`src/rtl/engine_csr.sv`:
```
module engine_csr #(
  parameter int AW = 12,
  parameter bit HAS_CIPHER = 1'b1,
  parameter bit HAS_HASH = 1'b1
) (
  input  logic          clk,
  input  logic          rst_n,
  input  logic          bus_we,
  input  logic [AW-1:0] bus_addr,
  input  logic [31:0]   bus_wdata,
  output logic [31:0]   bus_rdata,
  input  logic [3:0]    irq_set,
  input  logic [3:0]    hw_ready,
  input  logic [3:0]    hw_cur_chan,
  input  logic          hw_key_ready,
  output logic [3:0]    chan_en,
  output logic [3:0]    chan_prio,
  output logic          chan0_merge,
  output logic [3:0]    irq_en,
  output logic          soft_reset,
  output logic          clk_gate,
  output logic          irq
);
  localparam int NCH = 4;
  localparam int NREG = 4;
  localparam int NGRP = NCH * NREG;
  localparam logic [31:0] CTRL_WM = 32'hC0E0_000F;
  localparam logic [31:0] CC_WM   = 32'h0001_0F0F;
  localparam logic [31:0] CAPS    = {2'b00, HAS_CIPHER, HAS_HASH, 28'h0};

  logic [31:0] ctrl_q, ctrl_n, cc_q, cc_n, st_tmp;
  logic [3:0]  flag_q, flag_n;
  logic [31:0] grp_q [NGRP];
  logic [31:0] grp_n [NGRP];

  wire [1:0]    op      = bus_addr[3:2];
  wire [AW-5:0] slot    = bus_addr[AW-1:4];
  wire          in_grp  = (bus_addr[AW-1:8] == (AW-8)'(1));
  wire [3:0]    grp_idx = bus_addr[7:4];
  wire          hit_ctrl = bus_we && slot == '0;
  wire          hit_stat = bus_we && slot == (AW-4)'(1);
  wire          hit_cc   = bus_we && slot == (AW-4)'(2);
  wire          srst = ctrl_q[31];

  function automatic logic [31:0] apply_op(input logic [31:0] old, input logic [31:0] d,
                                           input logic [1:0] o);
    case (o)
      2'd0:    return d;
      2'd1:    return old | d;
      2'd2:    return old & ~d;
      default: return old ^ d;
    endcase
  endfunction

  always_comb begin
    ctrl_n = hit_ctrl ? (apply_op(ctrl_q, bus_wdata, op) & CTRL_WM) : ctrl_q;
    if (srst) ctrl_n = ctrl_n & 32'h8000_0000;

    st_tmp = apply_op({28'h0, flag_q}, bus_wdata, op);
    flag_n = (hit_stat ? st_tmp[3:0] : flag_q) | irq_set;
    if (srst) flag_n = '0;

    cc_n = hit_cc ? (apply_op(cc_q, bus_wdata, op) & CC_WM) : cc_q;
    if (srst) cc_n = '0;

    for (int i = 0; i < NGRP; i++) begin
      grp_n[i] = (bus_we && in_grp && grp_idx == 4'(i)) ? apply_op(grp_q[i], bus_wdata, op)
                                                         : grp_q[i];
      if (srst) grp_n[i] = '0;
    end
  end

  always_ff @(posedge clk or negedge rst_n) begin
    if (!rst_n) begin
      ctrl_q <= '0;
      flag_q <= '0;
      cc_q   <= '0;
      for (int i = 0; i < NGRP; i++) grp_q[i] <= '0;
    end else begin
      ctrl_q <= ctrl_n;
      flag_q <= flag_n;
      cc_q   <= cc_n;
      for (int i = 0; i < NGRP; i++) grp_q[i] <= grp_n[i];
    end
  end

  always_comb begin
    bus_rdata = '0;
    if (in_grp) bus_rdata = grp_q[grp_idx];
    else if (slot == '0) bus_rdata = ctrl_q | CAPS;
    else if (slot == (AW-4)'(1))
      bus_rdata = {3'b0, hw_key_ready, hw_cur_chan, 4'b0, hw_ready, 12'h0, flag_q};
    else if (slot == (AW-4)'(2)) bus_rdata = cc_q;
  end

  assign chan_en     = cc_q[3:0];
  assign chan_prio   = cc_q[11:8];
  assign chan0_merge = cc_q[16];
  assign irq_en      = ctrl_q[3:0];
  assign soft_reset  = ctrl_q[31];
  assign clk_gate    = ctrl_q[30];
  assign irq         = |(flag_q & ctrl_q[3:0]);

  a_r6_caps_fixed: assert property (@(posedge clk) disable iff (!rst_n)
    (!in_grp && slot == '0) |-> bus_rdata[29:28] == {HAS_CIPHER, HAS_HASH});

  a_r7_pulse_wins: assert property (@(posedge clk) disable iff (!rst_n)
    (|irq_set && !srst) |=> ((flag_q & $past(irq_set)) == $past(irq_set)));

  a_r4_flag_clear: assert property (@(posedge clk) disable iff (!rst_n)
    (hit_stat && op == 2'd2 && irq_set == 4'h0 && !srst) |=>
      ((flag_q & $past(bus_wdata[3:0])) == 4'h0));

  a_r5_cc_toggle: assert property (@(posedge clk) disable iff (!rst_n)
    (hit_cc && op == 2'd3 && !srst) |=> (cc_q == ($past(cc_q) ^ ($past(bus_wdata) & CC_WM))));

  a_r12_srst_holds: assert property (@(posedge clk) disable iff (!rst_n)
    srst |=> (cc_q == 32'h0 && flag_q == 4'h0 && !irq));
endmodule

```
`config.mk`:
```
export PLATFORM = sky130hd
export DESIGN_NAME = engine_csr
export DESIGN_NICKNAME = d
export VERILOG_FILES = /design/src/rtl/engine_csr.sv
export SDC_FILE = /design/constraint.sdc
export NUM_CORES = 2
export LEC_CHECK = 0
export ABC_CLOCK_PERIOD_IN_PS = 4500
export BUFFER_PORTS_ARGS = -buffer_cell sky130_fd_sc_hd__buf_2
export CORE_MARGIN = 2
export CORE_UTILIZATION = 40
export DETAILED_ROUTE_END_ITERATION = 8
export SLEW_MARGIN = 20
export SYNTH_ARGS = -nofsm -noshare
export SYNTH_HDL_FRONTEND = slang
export SYNTH_SLANG_ARGS = --single-unit
```
`constraint.sdc`:
```
create_clock -name clk -period 4.5 [get_ports clk]
set_input_delay 0.675 -clock clk [delete_from_list [all_inputs] [get_ports clk]]
set_output_delay 0.675 -clock clk [all_outputs]
set_load 0.01 [all_outputs]
```
* Yosys cells after proc, flatten, opt, wreduce, memory -nomap -nowiden
Index checks and enable logic that the tools add are counted.
** Word-level totals
- Memories kept :: 0
- Output and inout port bits :: 48
- Memory bits (writable) :: 0
- Word-level logic and storage cells :: 208
- Bits of input ports :: 60
- ROM bits :: 0
- Latch bits :: 0
- Register bits after elaboration :: 580
** Operators by class
- Divide/modulo/power cells :: 0
- Add/sub/neg operators :: 0
- Bitwise operators :: 61
- Equal/unequal tests :: 20
- Multiply operators :: 0
- Reduce and logical (&&, ||, !) cells :: 42
- Shifts and indexed selects :: 0
- Magnitude comparators :: 1
- Mux-type cells :: 64
** Operators with widths (count)
- $pmux W32 S3 :: 17
- $mux W32 :: 41
- $and A32 B32 Y32 :: 17
- $or A32 B32 Y32 :: 17
- $xor A32 B32 Y32 :: 17
- $bmux W32 S4 :: 1
- $pmux W17 S3 :: 1
- $reduce_bool A2 Y1 :: 18
- $eq A4 B4 Y1 const B :: 8
- $not A32 Y32 :: 1
- $mux W31 :: 1
- $logic_and A1 B1 Y1 :: 20
- $and A17 B17 Y17 :: 1
- $or A17 B17 Y17 :: 1
- $xor A17 B17 Y17 :: 1
- $eq A4 B3 Y1 const B :: 4
- $pmux W4 S3 :: 1
- $and A4 B4 Y4 :: 2
- $eq A4 B1 Y1 const B :: 2
- $eq A4 B2 Y1 const B :: 2
- $eq A8 B1 Y1 const B :: 1
- $eq A8 B2 Y1 const B :: 1
- $logic_not A8 Y1 :: 1
- $mux W4 :: 2
- other kinds (9) :: 10

* Depth between registers and ports, before layout
- Depth in word-level cells :: 6
- Mapped depth :: 8

* Least setup slack after synthesis
OpenSTA, ideal clock, no wires.
- Kind :: in2out
- Start :: input bus_addr[4]
- End :: output bus_rdata[19]
- Arrival time :: 2245 ps
- Stages on the path :: 7
- Path slack :: 1580 ps
- Required time :: 3825 ps
- Cells stage by stage :: buf_2 > buf_2 > buf_2 > buf_1 > mux4_2 > a22oi_1 > o211ai_1
** Between the ends
- Word-level cells in the longest chain between the ends :: 5
** Ends and longest elaborated chain
- from (decl) :: RTL line 9 : input logic [AW-1:0] bus_addr,
- $not A4 Y5 (implied by the code) / $eq A8 B2 Y1 (equally long branches) :: RTL line 89, 93
- $bmux W32 S4 / $mux W32 (equally long branches) :: RTL line 89, 93
- $mux W32 (on tied branches) :: RTL line 89, 91
- $mux W32 (on tied branches) :: RTL line 89, 90
- $mux W32 (*) :: RTL line 89 : if (in_grp) bus_rdata = grp_q[grp_idx];
- to (decl) :: RTL line 11 : output logic [31:0] bus_rdata,
Every way passes the cells marked *; elsewhere a longest branch is shown, timed or not. The select of a mux whose other input is x is not followed.

* Final worst setup path
- Start :: input bus_addr[9]
- End :: output bus_rdata[12]
** Between the ends
- Word-level cells in the longest chain between the ends :: 5
** Ends and longest elaborated chain
- $eq A8 B2 Y1 :: RTL line 93 : else if (slot == (AW-4)'(2)) bus_rdata = cc_q;
- $mux W32 :: RTL line 93
- $mux W32 :: RTL line 91 : else if (slot == (AW-4)'(1))
- $mux W32 :: RTL line 90 : else if (slot == '0) bus_rdata = ctrl_q | CAPS;
- $mux W32 (*) :: RTL line 89
Every way passes the cells marked *; elsewhere a longest branch is shown, timed or not.

==> run summary <==
Clk root buf: clkbuf_16
Setup crit start kind: primary input
Post-synth cell types: 45
Clock network fraction of total power: 42.4%
CTS tree: yes
Worst-Skew Late Latency: 0.66 ns
Antenna-violating nets left: 0
Mapped Nets: 6955
Synth area leaders: dfrtp_1 (26%), ha_1 (26%), a21oi_1 (9.1%)
Post-CTS setup buffer count: 0
Sw Ratio: 32.7%
Final worst-path cycle share: 87.2%
Cell Int Power: 9400 uW
Die Ht: 366 um
I/O Buffers: 105
Top FF cell, synth: dfrtp_1
Warnings, synthesis: 0
Cell-by-cell trace of the critical path: buf_2 -> or4b_1 -> buf_4 -> a21oi_1 -> buf_2
First drt pass iteration count: 6
Actual slew at the worst max-slew pin: 1.14 ns
GR Util All Layers: 26.2%
Cell Area, Synth: 52300 um2
Initial antenna violation count: 21
Iter 0 DRT Violations: 4752
Die W: 366 um
Proportion of layout cells with a drive suffix above 1: 10.9%
Gate power share: 21.3%
Leak: 0.0256 uW
Max-cap viol count: 0
Sw power: 4560 uW
Placed cell area: 55100 um2
Pwr Density: 243 nW/um2
Clock skew: 0.0232 ns
Final net count: 6855
Finished Cell Area: 57500 um2
HP Class: in2async
Slowest-stage cell, CP: or4b_1
PostCTS Resize Cnt: 0
Overflow after GRT: 0
Worst IR Drop VDD: 0.285 mV
Total Neg Setup Slack: 0 ns
H-tree level count: 3
WP buf/inv: 3
IO Count: 108
Async SR Flop Fraction: 100%
Final Hold Violating Endpoints: 0
First-pass GRT wire length: 267 mm
Die area: 134000 um2
Fmax: 255 MHz
Cts-stage hold buffer count: 0
Final setup vio count: 0
FP Rows: 132
Yosys top cell by area: dfrtp_1
Unrepaired setup endpoints after global routing: no
Post-synth EDFFs: 0
WL final: 178 mm
Starting Density: 40.3%
Most used cell, CP: buf_2
Crit path required time: 3.83 ns
Vias in the first global route: 41500
Post-DP HPWL: 111 mm
Fill count: 12400
Critical path's top delay family: simple AND/OR/NAND/NOR gates
Slew HR: 24.2%
Minimum clock period: 3.92 ns
Max incr delay on CP: 0.95 ns
Synthesis-stage register bit count: 534
CP Max Fanout: 8
CTS sink count: 534
DRC: 0
Setup crit end kind: output pin
Total CTS buffers: 71
Synthesized instance count: 5827
Vias: 45000
Register area share after synthesis: 25.6%
Drt via density: 5.98
Buffer depth of the longest clock path: 3
Area share of the largest cell type after synthesis: 25.6%
P&R area growth vs syn: 9.91%
Kind of critical path: in2out
Worst-path clk slew: 0.06 ns
GPL Wtd Cong: 0.841
Count of pins over their slew limit: 0
Routed wire length per instance: 23.6 um
Syn avg cell area: 8.97 um2
Core ar.: 130000 um2
Largest net degree at the start of global routing: 211
Status: finished clean
Sequential power share: 36.3%
Most common cell in the synthesized netlist: ha_1
Most frequent cells after synthesis: ha_1 (1068), a21oi_1 (953), inv_1 (586)
Worst path arrival time: 3.25 ns
-- per-layer routing --
layer,vias to the layer above,wire (um),track usage (%)
li1,20700,-,-
met1,22300,80000,37.1
met2,1567,75800,39.0
met3,340,16100,6.14
met4,20,5670,8.59
met5,-,127,0
-- final cells by class --
class                           count  area (um2)  share of cell area, %
Clock buffer                      107        2140                   3.73
Clock inverter                     16         173                  0.301
Timing Repair Buffer              316        2600                   4.52
Inverter                          586        2200                   3.83
Antenna cell                        5        12.5                 0.0218
Sequential cell                   534       13400                   23.3
Tap cell                         1742        2180                   3.79
Multi-Input combinational cell   4218       34800                   60.5
-- cells by family after synthesis --
family          after synthesis  share of synthesized area (%)
compound gates             2095                           26.4
fa+ha+maj                  1068                           25.6
buf+inv                    1075                           8.34
flops                       534                           25.6
mux                         167                           6.50
simple gates                888                           7.58
-- cells in the final DEF (no fill, tap or decap), types with 3 or more instances in the layout --
| cell | n |
|---|---|
| a22oi_1 | 40 |
| clkinv_2 | 8 |
| mux4_2 | 138 |
| clkbuf_16 | 73 |
| clkbuf_8 | 20 |
| buf_4 | 176 |
| a211oi_1 | 412 |
| nor2b_1 | 136 |
| buf_12 | 35 |
| mux2i_1 | 28 |
| a21oi_1 | 952 |
| nand3_1 | 4 |
| a31oi_4 | 10 |
| inv_6 | 4 |
| a21oi_4 | 6 |
| a22o_1 | 419 |
| o221ai_1 | 5 |
| nor2b_2 | 9 |
| inv_2 | 15 |
| o2bb2ai_1 | 109 |
| o21ai_0 | 110 |
| buf_2 | 100 |
| ha_1 | 1068 |
| o211ai_1 | 23 |
| buf_8 | 4 |
| nor3_2 | 9 |
| o2111ai_1 | 3 |
| nor2_1 | 454 |
| clkbuf_1 | 15 |
| clkinv_1 | 3 |
| bufinv_16 | 3 |
| a31oi_1 | 3 |
| diode_2 | 5 |
| dfrtp_1 | 533 |
| nor2_4 | 6 |
| nand2_1 | 137 |
| inv_1 | 568 |
| nor3_1 | 111 |
-- power by group through the flow --
stage / Clock [uW] / Sequential, uW / Combinational [uW]
after global routing: 6170 / 5080 / 3310
after CTS: 5990 / 5060 / 2940
after global placement: 0 / 5140 / 2850
after floorplan: 0 / 5100 / 1990
final: 5910 / 5070 / 2970
after detailed placement: 0 / 5150 / 2930
-- worst register-to-register path: cells and delay by family (launching register included) --
kind                   cells  cell delay [ns]
AO/OA/AOI/OAI              1             0.21
buffers and inverters      1             0.54
flip-flops                 1             0.39
AND/OR/NAND/NOR            3             1.29
-- metrics by stage --
step           setup WS, ns  total power (uW)  cells  hold slack (ns)  util (%)
6_report              0.576             14000   7524           0.0554      44.3
5_1_grt               0.627             14600   7519           0.0972      44.3
4_1_cts               0.682             14000   7519           0.0811      44.3
3_5_place_dp          0.690              8080   7396            0.521      42.5
3_3_place_gp          0.676              7990   7396            0.504      42.5
2_1_floorplan          1.58              7090   5827            0.379         -
-- registers in the layout, summed over array words and instances (netlist names) --
name    flops
ctrl_q      9
cc_q        9
grp_q     512
flag_q      4
-- worst paths after layout --
kind / start / endpoint / slack [ns] / cells past startpoint
worst max-delay path: bus_addr[9] / bus_rdata[12] / 0.58 / 5
worst min-delay path: rst_n / grp_q[257]$_DFFE_PN0P_ / 0.06 / 1
worst max register to register: ctrl_q[31]$_DFFE_PN0P_ / grp_q[147]$_DFFE_PN0P_ / 1.99 / 5
worst min register to register: grp_q[230]$_DFFE_PN0P_ / grp_q[230]$_DFFE_PN0P_ / 0.54 / 1
max in group asynchronous: rst_n / grp_q[381]$_DFFE_PN0P_ / 3.30 / 2
min in group clk: bus_we / ctrl_q[31]$_DFFE_PN0P_ / 0.37 / 2
Power figures use the tool's default switching activity.
